==> config.mk <==
export PLATFORM = sky130hd
export DESIGN_NAME = cpu_bus_decoder
export DESIGN_NICKNAME = d
export VERILOG_FILES = /design/src/rtl/bus_decode_pkg.sv /design/src/rtl/addr_phase_latch.sv /design/src/rtl/range_decoder.sv /design/src/rtl/wait_timer.sv /design/src/rtl/cpu_bus_decoder.sv
export SDC_FILE = /design/constraint.sdc
export NUM_CORES = 1
export LEC_CHECK = 0
export BUFFER_PORTS_ARGS = -buffer_cell sky130_fd_sc_hd__buf_2
export CELL_PAD_IN_SITES_DETAIL_PLACEMENT = 1
export CELL_PAD_IN_SITES_GLOBAL_PLACEMENT = 2
export CORE_MARGIN = 5
export CORE_UTILIZATION = 28
export DETAILED_ROUTE_END_ITERATION = 16
export HOLD_SLACK_MARGIN = 0.08
export PLACE_DENSITY_LB_ADDON = 0.1
export SYNTH_ARGS = -nofsm -noshare
export SYNTH_HDL_FRONTEND = slang
export SYNTH_SLANG_ARGS = --single-unit
==> constraint.sdc <==
create_clock -name clk -period 6.4 [get_ports clk]
set_input_delay 1.28 -clock clk [delete_from_list [all_inputs] [get_ports clk]]
set_output_delay 1.28 -clock clk [all_outputs]
set_load 0.01 [all_outputs]
==> src/rtl/bus_decode_pkg.sv <==
package bus_decode_pkg;

    localparam int unsigned BUS_W  = 16;
    localparam int unsigned HI_W   = 4;
    localparam int unsigned ADDR_W = BUS_W + HI_W;
    localparam int unsigned PORT_W = 16;

    typedef struct packed {
        logic [ADDR_W-1:0] addr;
        logic              bhe_n;
    } addr_phase_t;

    typedef struct packed {
        logic lo;
        logic hi;
    } lanes_t;

    typedef struct packed {
        logic mem_rd;
        logic mem_wr;
        logic io_rd;
        logic io_wr;
    } strobes_t;

    function automatic lanes_t lane_enables(input logic bhe_n, input logic a0);
        lanes_t l;
        l.lo = ~a0;
        l.hi = ~bhe_n;
        return l;
    endfunction

    function automatic strobes_t split_strobes(input logic rd, input logic wr,
                                               input logic mem_space);
        strobes_t s;
        s.mem_rd = rd & mem_space;
        s.mem_wr = wr & mem_space;
        s.io_rd  = rd & ~mem_space;
        s.io_wr  = wr & ~mem_space;
        return s;
    endfunction

endpackage

==> src/rtl/addr_phase_latch.sv <==
module addr_phase_latch
    import bus_decode_pkg::*;
(
    input  logic                clk,
    input  logic                rst,
    input  logic                ale,
    input  logic [BUS_W-1:0]    ad_in,
    input  logic [HI_W-1:0]     ast_in,
    input  logic                bhe_n,
    output addr_phase_t         held
);

    always_ff @(posedge clk) begin
        if (rst) begin
            held.addr  <= '0;
            held.bhe_n <= 1'b1;
        end else if (ale) begin
            held.addr  <= {ast_in, ad_in};
            held.bhe_n <= bhe_n;
        end
    end

    // once the address phase is over the captured value must not move
    assert_addr_hold_R1: assert property (@(posedge clk) disable iff (rst)
        !ale |=> $stable(held));

endmodule

==> src/rtl/range_decoder.sv <==
module range_decoder #(
    parameter int unsigned              AW   = 20,
    parameter int unsigned              N    = 2,
    parameter int unsigned              WSW  = 4,
    parameter logic [N*AW-1:0]          BASE = '0,
    parameter logic [N*AW-1:0]          SIZE = '0,
    parameter logic [N*WSW-1:0]         WS   = '0
) (
    input  logic [AW-1:0]   addr,
    input  logic            en,
    output logic [N-1:0]    sel,
    output logic [WSW-1:0]  ws
);

    logic [N-1:0] hit;

    generate
        for (genvar i = 0; i < N; i++) begin : g_win
            localparam logic [AW-1:0] B = BASE[i*AW +: AW];
            localparam logic [AW-1:0] S = SIZE[i*AW +: AW];
            logic [AW-1:0] offs;
            assign offs   = addr - B;
            assign hit[i] = en && (addr >= B) && (offs < S);
        end
    endgenerate

    // lowest index wins on overlap
    assign sel = hit & (~hit + 1'b1);

    always_comb begin
        ws = '0;
        for (int i = 0; i < N; i++) begin
            if (sel[i]) ws = ws | WS[i*WSW +: WSW];
        end
    end

endmodule

==> src/rtl/wait_timer.sv <==
module wait_timer #(
    parameter int unsigned WSW = 4
) (
    input  logic            clk,
    input  logic            rst,
    input  logic            active,
    input  logic [WSW-1:0]  ws,
    output logic            ready
);

    logic [WSW-1:0] elapsed;

    always_ff @(posedge clk) begin
        if (rst || !active) begin
            elapsed <= '0;
        end else if (elapsed < ws) begin
            elapsed <= elapsed + 1'b1;
        end
    end

    assign ready = !active || (elapsed >= ws);

    // a slow device always costs at least one wait cycle at access start
    assert_wait_first_R7: assert property (@(posedge clk) disable iff (rst)
        ($rose(active) && ws != '0) |-> !ready);

    // bus is never held between accesses
    assert_idle_ready_R7: assert property (@(posedge clk) disable iff (rst)
        !active |-> ready);

endmodule

==> src/rtl/cpu_bus_decoder.sv <==
module cpu_bus_decoder
    import bus_decode_pkg::*;
#(
    parameter int unsigned                  N_MEM    = 2,
    parameter int unsigned                  N_IO     = 3,
    parameter int unsigned                  WSW      = 4,
    parameter logic [N_MEM*ADDR_W-1:0]      MEM_BASE = {20'hF0000, 20'h00000},
    parameter logic [N_MEM*ADDR_W-1:0]      MEM_SIZE = {20'h10000, 20'h08000},
    parameter logic [N_MEM*WSW-1:0]         MEM_WS   = {4'd2, 4'd0},
    parameter logic [N_IO*PORT_W-1:0]       IO_BASE  = {16'h0140, 16'h0042, 16'h0040},
    parameter logic [N_IO*PORT_W-1:0]       IO_SIZE  = {16'h0010, 16'h0002, 16'h0004},
    parameter logic [N_IO*WSW-1:0]          IO_WS    = {4'd3, 4'd3, 4'd1}
) (
    input  logic                 clk,
    input  logic                 rst,
    input  logic [BUS_W-1:0]     ad_in,
    input  logic [HI_W-1:0]      ast_in,
    input  logic                 ale,
    input  logic                 bhe_n,
    input  logic                 m_io,
    input  logic                 rd_n,
    input  logic                 wr_n,
    input  logic                 dt_r,
    output logic [ADDR_W-1:0]    addr,
    output logic                 lane_lo,
    output logic                 lane_hi,
    output logic                 xcvr_en,
    output logic                 xcvr_dir_tx,
    output logic                 mem_rd_n,
    output logic                 mem_wr_n,
    output logic                 io_rd_n,
    output logic                 io_wr_n,
    output logic [N_MEM-1:0]     mem_sel,
    output logic [N_IO-1:0]      io_sel,
    output logic                 ready
);

    addr_phase_t    held;
    strobes_t       stb;
    lanes_t         lanes;
    logic           xfer;
    logic [WSW-1:0] mem_ws;
    logic [WSW-1:0] io_ws;
    logic [WSW-1:0] ws_sel;

    addr_phase_latch u_latch (
        .clk    (clk),
        .rst    (rst),
        .ale    (ale),
        .ad_in  (ad_in),
        .ast_in (ast_in),
        .bhe_n  (bhe_n),
        .held   (held)
    );

    assign addr = held.addr;
    assign xfer = !rd_n || !wr_n;
    assign stb  = split_strobes(!rd_n, !wr_n, m_io);

    assign mem_rd_n = ~stb.mem_rd;
    assign mem_wr_n = ~stb.mem_wr;
    assign io_rd_n  = ~stb.io_rd;
    assign io_wr_n  = ~stb.io_wr;

    assign lanes   = lane_enables(held.bhe_n, held.addr[0]);
    assign lane_lo = xfer & lanes.lo;
    assign lane_hi = xfer & lanes.hi;

    assign xcvr_en     = xfer;
    assign xcvr_dir_tx = dt_r;

    range_decoder #(
        .AW   (ADDR_W),
        .N    (N_MEM),
        .WSW  (WSW),
        .BASE (MEM_BASE),
        .SIZE (MEM_SIZE),
        .WS   (MEM_WS)
    ) u_mem_dec (
        .addr (held.addr),
        .en   (xfer && m_io),
        .sel  (mem_sel),
        .ws   (mem_ws)
    );

    range_decoder #(
        .AW   (PORT_W),
        .N    (N_IO),
        .WSW  (WSW),
        .BASE (IO_BASE),
        .SIZE (IO_SIZE),
        .WS   (IO_WS)
    ) u_io_dec (
        .addr (held.addr[PORT_W-1:0]),
        .en   (xfer && !m_io),
        .sel  (io_sel),
        .ws   (io_ws)
    );

    assign ws_sel = m_io ? mem_ws : io_ws;

    wait_timer #(.WSW(WSW)) u_wait (
        .clk    (clk),
        .rst    (rst),
        .active (xfer),
        .ws     (ws_sel),
        .ready  (ready)
    );

    // a memory strobe never appears in an I/O cycle, nor the reverse
    assert_space_route_R2: assert property (@(posedge clk) disable iff (rst)
        (!mem_rd_n || !mem_wr_n) |-> (m_io && (io_rd_n && io_wr_n)));

    // memory selects only inside an active memory access
    assert_mem_sel_gated_R5: assert property (@(posedge clk) disable iff (rst)
        (|mem_sel) |-> (xcvr_en && m_io));

    // I/O selects only inside an active I/O access
    assert_io_sel_gated_R6: assert property (@(posedge clk) disable iff (rst)
        (|io_sel) |-> (xcvr_en && !m_io));

    // overlapping windows never produce two selects
    assert_sel_single_R9: assert property (@(posedge clk) disable iff (rst)
        $onehot0(mem_sel) && $onehot0(io_sel));

    // an access that hits nothing is never stalled
    assert_unmapped_ready_R8: assert property (@(posedge clk) disable iff (rst)
        (xcvr_en && !(|mem_sel) && !(|io_sel)) |-> ready);

    // lane enables exist only inside an access
    assert_lanes_idle_R3: assert property (@(posedge clk) disable iff (rst)
        !xcvr_en |-> (!lane_lo && !lane_hi));

endmodule

==> results.json <==
{
  "dp_hpwl_um": 3300,
  "fp.dieH_um": 82.2,
  "drtIter0Drc": 41,
  "layout.cells.non_filler": 276,
  "hold_buffers": 0,
  "grt.busiest_layer": "met2",
  "hold_viol": 0,
  "cap_violations": 0,
  "num_rows": 26,
  "synth_edf_count": 0,
  "grt_max_degree": 23,
  "tightest_slew_ps": 657,
  "drcViolationCount": 0,
  "synth_area_um2": 1460,
  "die_area_um2": 6750,
  "vdd_ir_drop_max_mv": 0.0687,
  "synthTopCellsByArea": "dfxtp_1, mux2i_1, buf_4",
  "hold_path_class": "reg -> reg",
  "cellLeakagePower_nw": 0.820,
  "gr-usage-met2_pct": 23.1,
  "h-tree-depth": 1,
  "worstPathMaxFanout": 6,
  "insertion_delay_ps": 270,
  "grt_pass1_wl_um": 6820,
  "clockRootBuffer": "clkbuf_8",
  "cts_buffers": 3,
  "clock_skew_ps": 9.20,
  "syn-num-nets": 201,
  "die_x_um": 82.2,
  "avgSynthCellArea_um2": 8.63,
  "fin_crit_ps": 4940,
  "yosys.cell_types.count": 38,
  "dp.cells": 272,
  "synth_area_leader_cell": "dfxtp_1",
  "finalMaxSlewViolations": 0,
  "vias": 1303,
  "detail_route.wl_per_cell_um": 15.0,
  "synth_top_area_share_pct": 34.3,
  "yosysSeqAreaShare_pct": 34.3,
  "clk_pin_slew_worst_paths_ps": 80,
  "coreArea_um2": 5070,
  "power-per-cell-area_nw_per_um2": 197,
  "cp-start-kind": "input pin",
  "io-pin-count": 62,
  "clock_path_buffers": 2,
  "timing.final.crit_share_pct": 77.2,
  "start_util_pct": 28.7,
  "pre_cts_slack_ps": 1420,
  "yosys_warnings": 0,
  "grt_usage_pct": 13.1,
  "wl_um": 4150,
  "cts_setup_buffers": 0,
  "overflow": 0,
  "cts_resized": 0,
  "ys_ff_latch": 25,
  "ant_nets": 0,
  "async_flop_share_pct": 0,
  "setup_viol": 0,
  "finalHoldWorstSlack_ps": 452,
  "viasPerCell": 4.72,
  "grtUsageMet3_pct": 2.49,
  "cts.sinks": 25,
  "path_class": "in -> out",
  "ys.flop_type": "dfxtp_1",
  "cp-end-kind": "primary output",
  "place.gp.congestion": 0.790,
  "fin_ws_ps": 1460,
  "critPathRequiredTime_ps": 5120,
  "syn2layout_area_growth_pct": 17.3,
  "n_antenna_cell": 0,
  "grt_pass1_vias": 1371,
  "mostFrequentLayoutCells": "buf_2, nor2_1, dfxtp_1",
  "antenna_found_initial": 0,
  "tritoncts": "yes",
  "final_common_cell": "buf_2",
  "setup-tns-final_ps": 0,
  "critPathArrivalTime_ps": 3660,
  "grt_util_met1_pct": 16.3,
  "relSlewSlack_pct": 56.2,
  "outcome": "complete, no violations",
  "first_pass_iters": 4,
  "syn_inst": 169,
  "nNetsFinal": 239,
  "rsz0062_at_grt": "no",
  "drive_gt1_share_pct": 35.0,
  "portBuffers": 59,
  "fmax_ghz": 0.202
}
## critical path, stage by stage
cell and delay [ps]:
buf_2 130, a211oi_1 300, nand4_1 160, a211oi_1 420
o31a_1 210, ha_1 250, a2111oi_2 590, nand3_1 150
buf_2 170
## cell families (layout without fill, tap and decap cells)
| family | Yosys count | count (layout) | share of synthesized area [%] |
|---|---|---|---|
| muxes | 22 | 22 | 15.1 |
| and+or+nand+nor | 69 | 69 | 24.6 |
| AOI/OAI and AO/OA | 15 | 15 | 7.72 |
| adders and majority gates | 4 | 4 | 3.43 |
| DFF | 25 | 25 | 34.3 |
| buffers and inverters | 32 | 69 | 13.6 |
| xor gates and xnor gates | 2 | 2 | 1.20 |
## sequential cells by signal, summed over array words and instances (netlist names)
register,count
u_latch.held,21
u_wait.elapsed,4
## metal layers
| metal | part of all wire (%) | wire (um) | vias to the layer above |
|---|---|---|---|
| li1 | - | - | 638 |
| met1 | 42 | 1740 | 631 |
| met2 | 52 | 2150 | 32 |
| met3 | 5.9 | 246 | 2 |
| met4 | 0.46 | 19 | 0 |
| met5 | 0 | 0 | - |
## report_power, final
group          internal [W]  switching [W]
Clock             0.0000436      0.0000520
Combinational     0.0000313      0.0000361
Sequential         0.000163      0.0000111
Total              0.000238      0.0000992
## Yosys cell counts (all sizes together), types with 3 or more instances
cell,count
o21ai,3
ha,4
buf,23
clkbuf,3
dfxtp,25
nor2,31
nor3,8
nand2,8
a211oi,3
a21oi,3
mux2i,22
nand4,3
and3,3
inv,6
nand2b,3
## metrics by stage
| step | instance area, um^2 | utilization (%) | total power, W |
|---|---|---|---|
| floorplan | 1460 | - | 0.000226 |
| global placement | 1660 | 32.8 | 0.000245 |
| detailed placement | 1660 | 32.8 | 0.000247 |
| CTS | 1710 | 33.7 | 0.000346 |
| global route | 1710 | 33.7 | 0.000360 |
| finish | 1710 | 33.7 | 0.000337 |
## cell type report
cell class                 instances  area, um^2
inverter                           6        22.5
multi-input combinational        112         758
fill                             636        3360
clock inverter                     1        5.00
sequential                        25         500
tap                               70        87.6
clock buffer                       3        41.3
timing repair buffer              59         295
## worst paths after layout
path	cells past startpoint	startpoint	slack [ps]	endpoint
max	9	rd_n	1460	ready
max reg2reg	11	u_latch.held[2]	3110	u_wait.elapsed[1]
min	2	u_wait.elapsed[3]	450	u_wait.elapsed[3]
min reg2reg	2	u_wait.elapsed[3]	450	u_wait.elapsed[3]
Note: power is estimated with default switching activity, not from simulation.
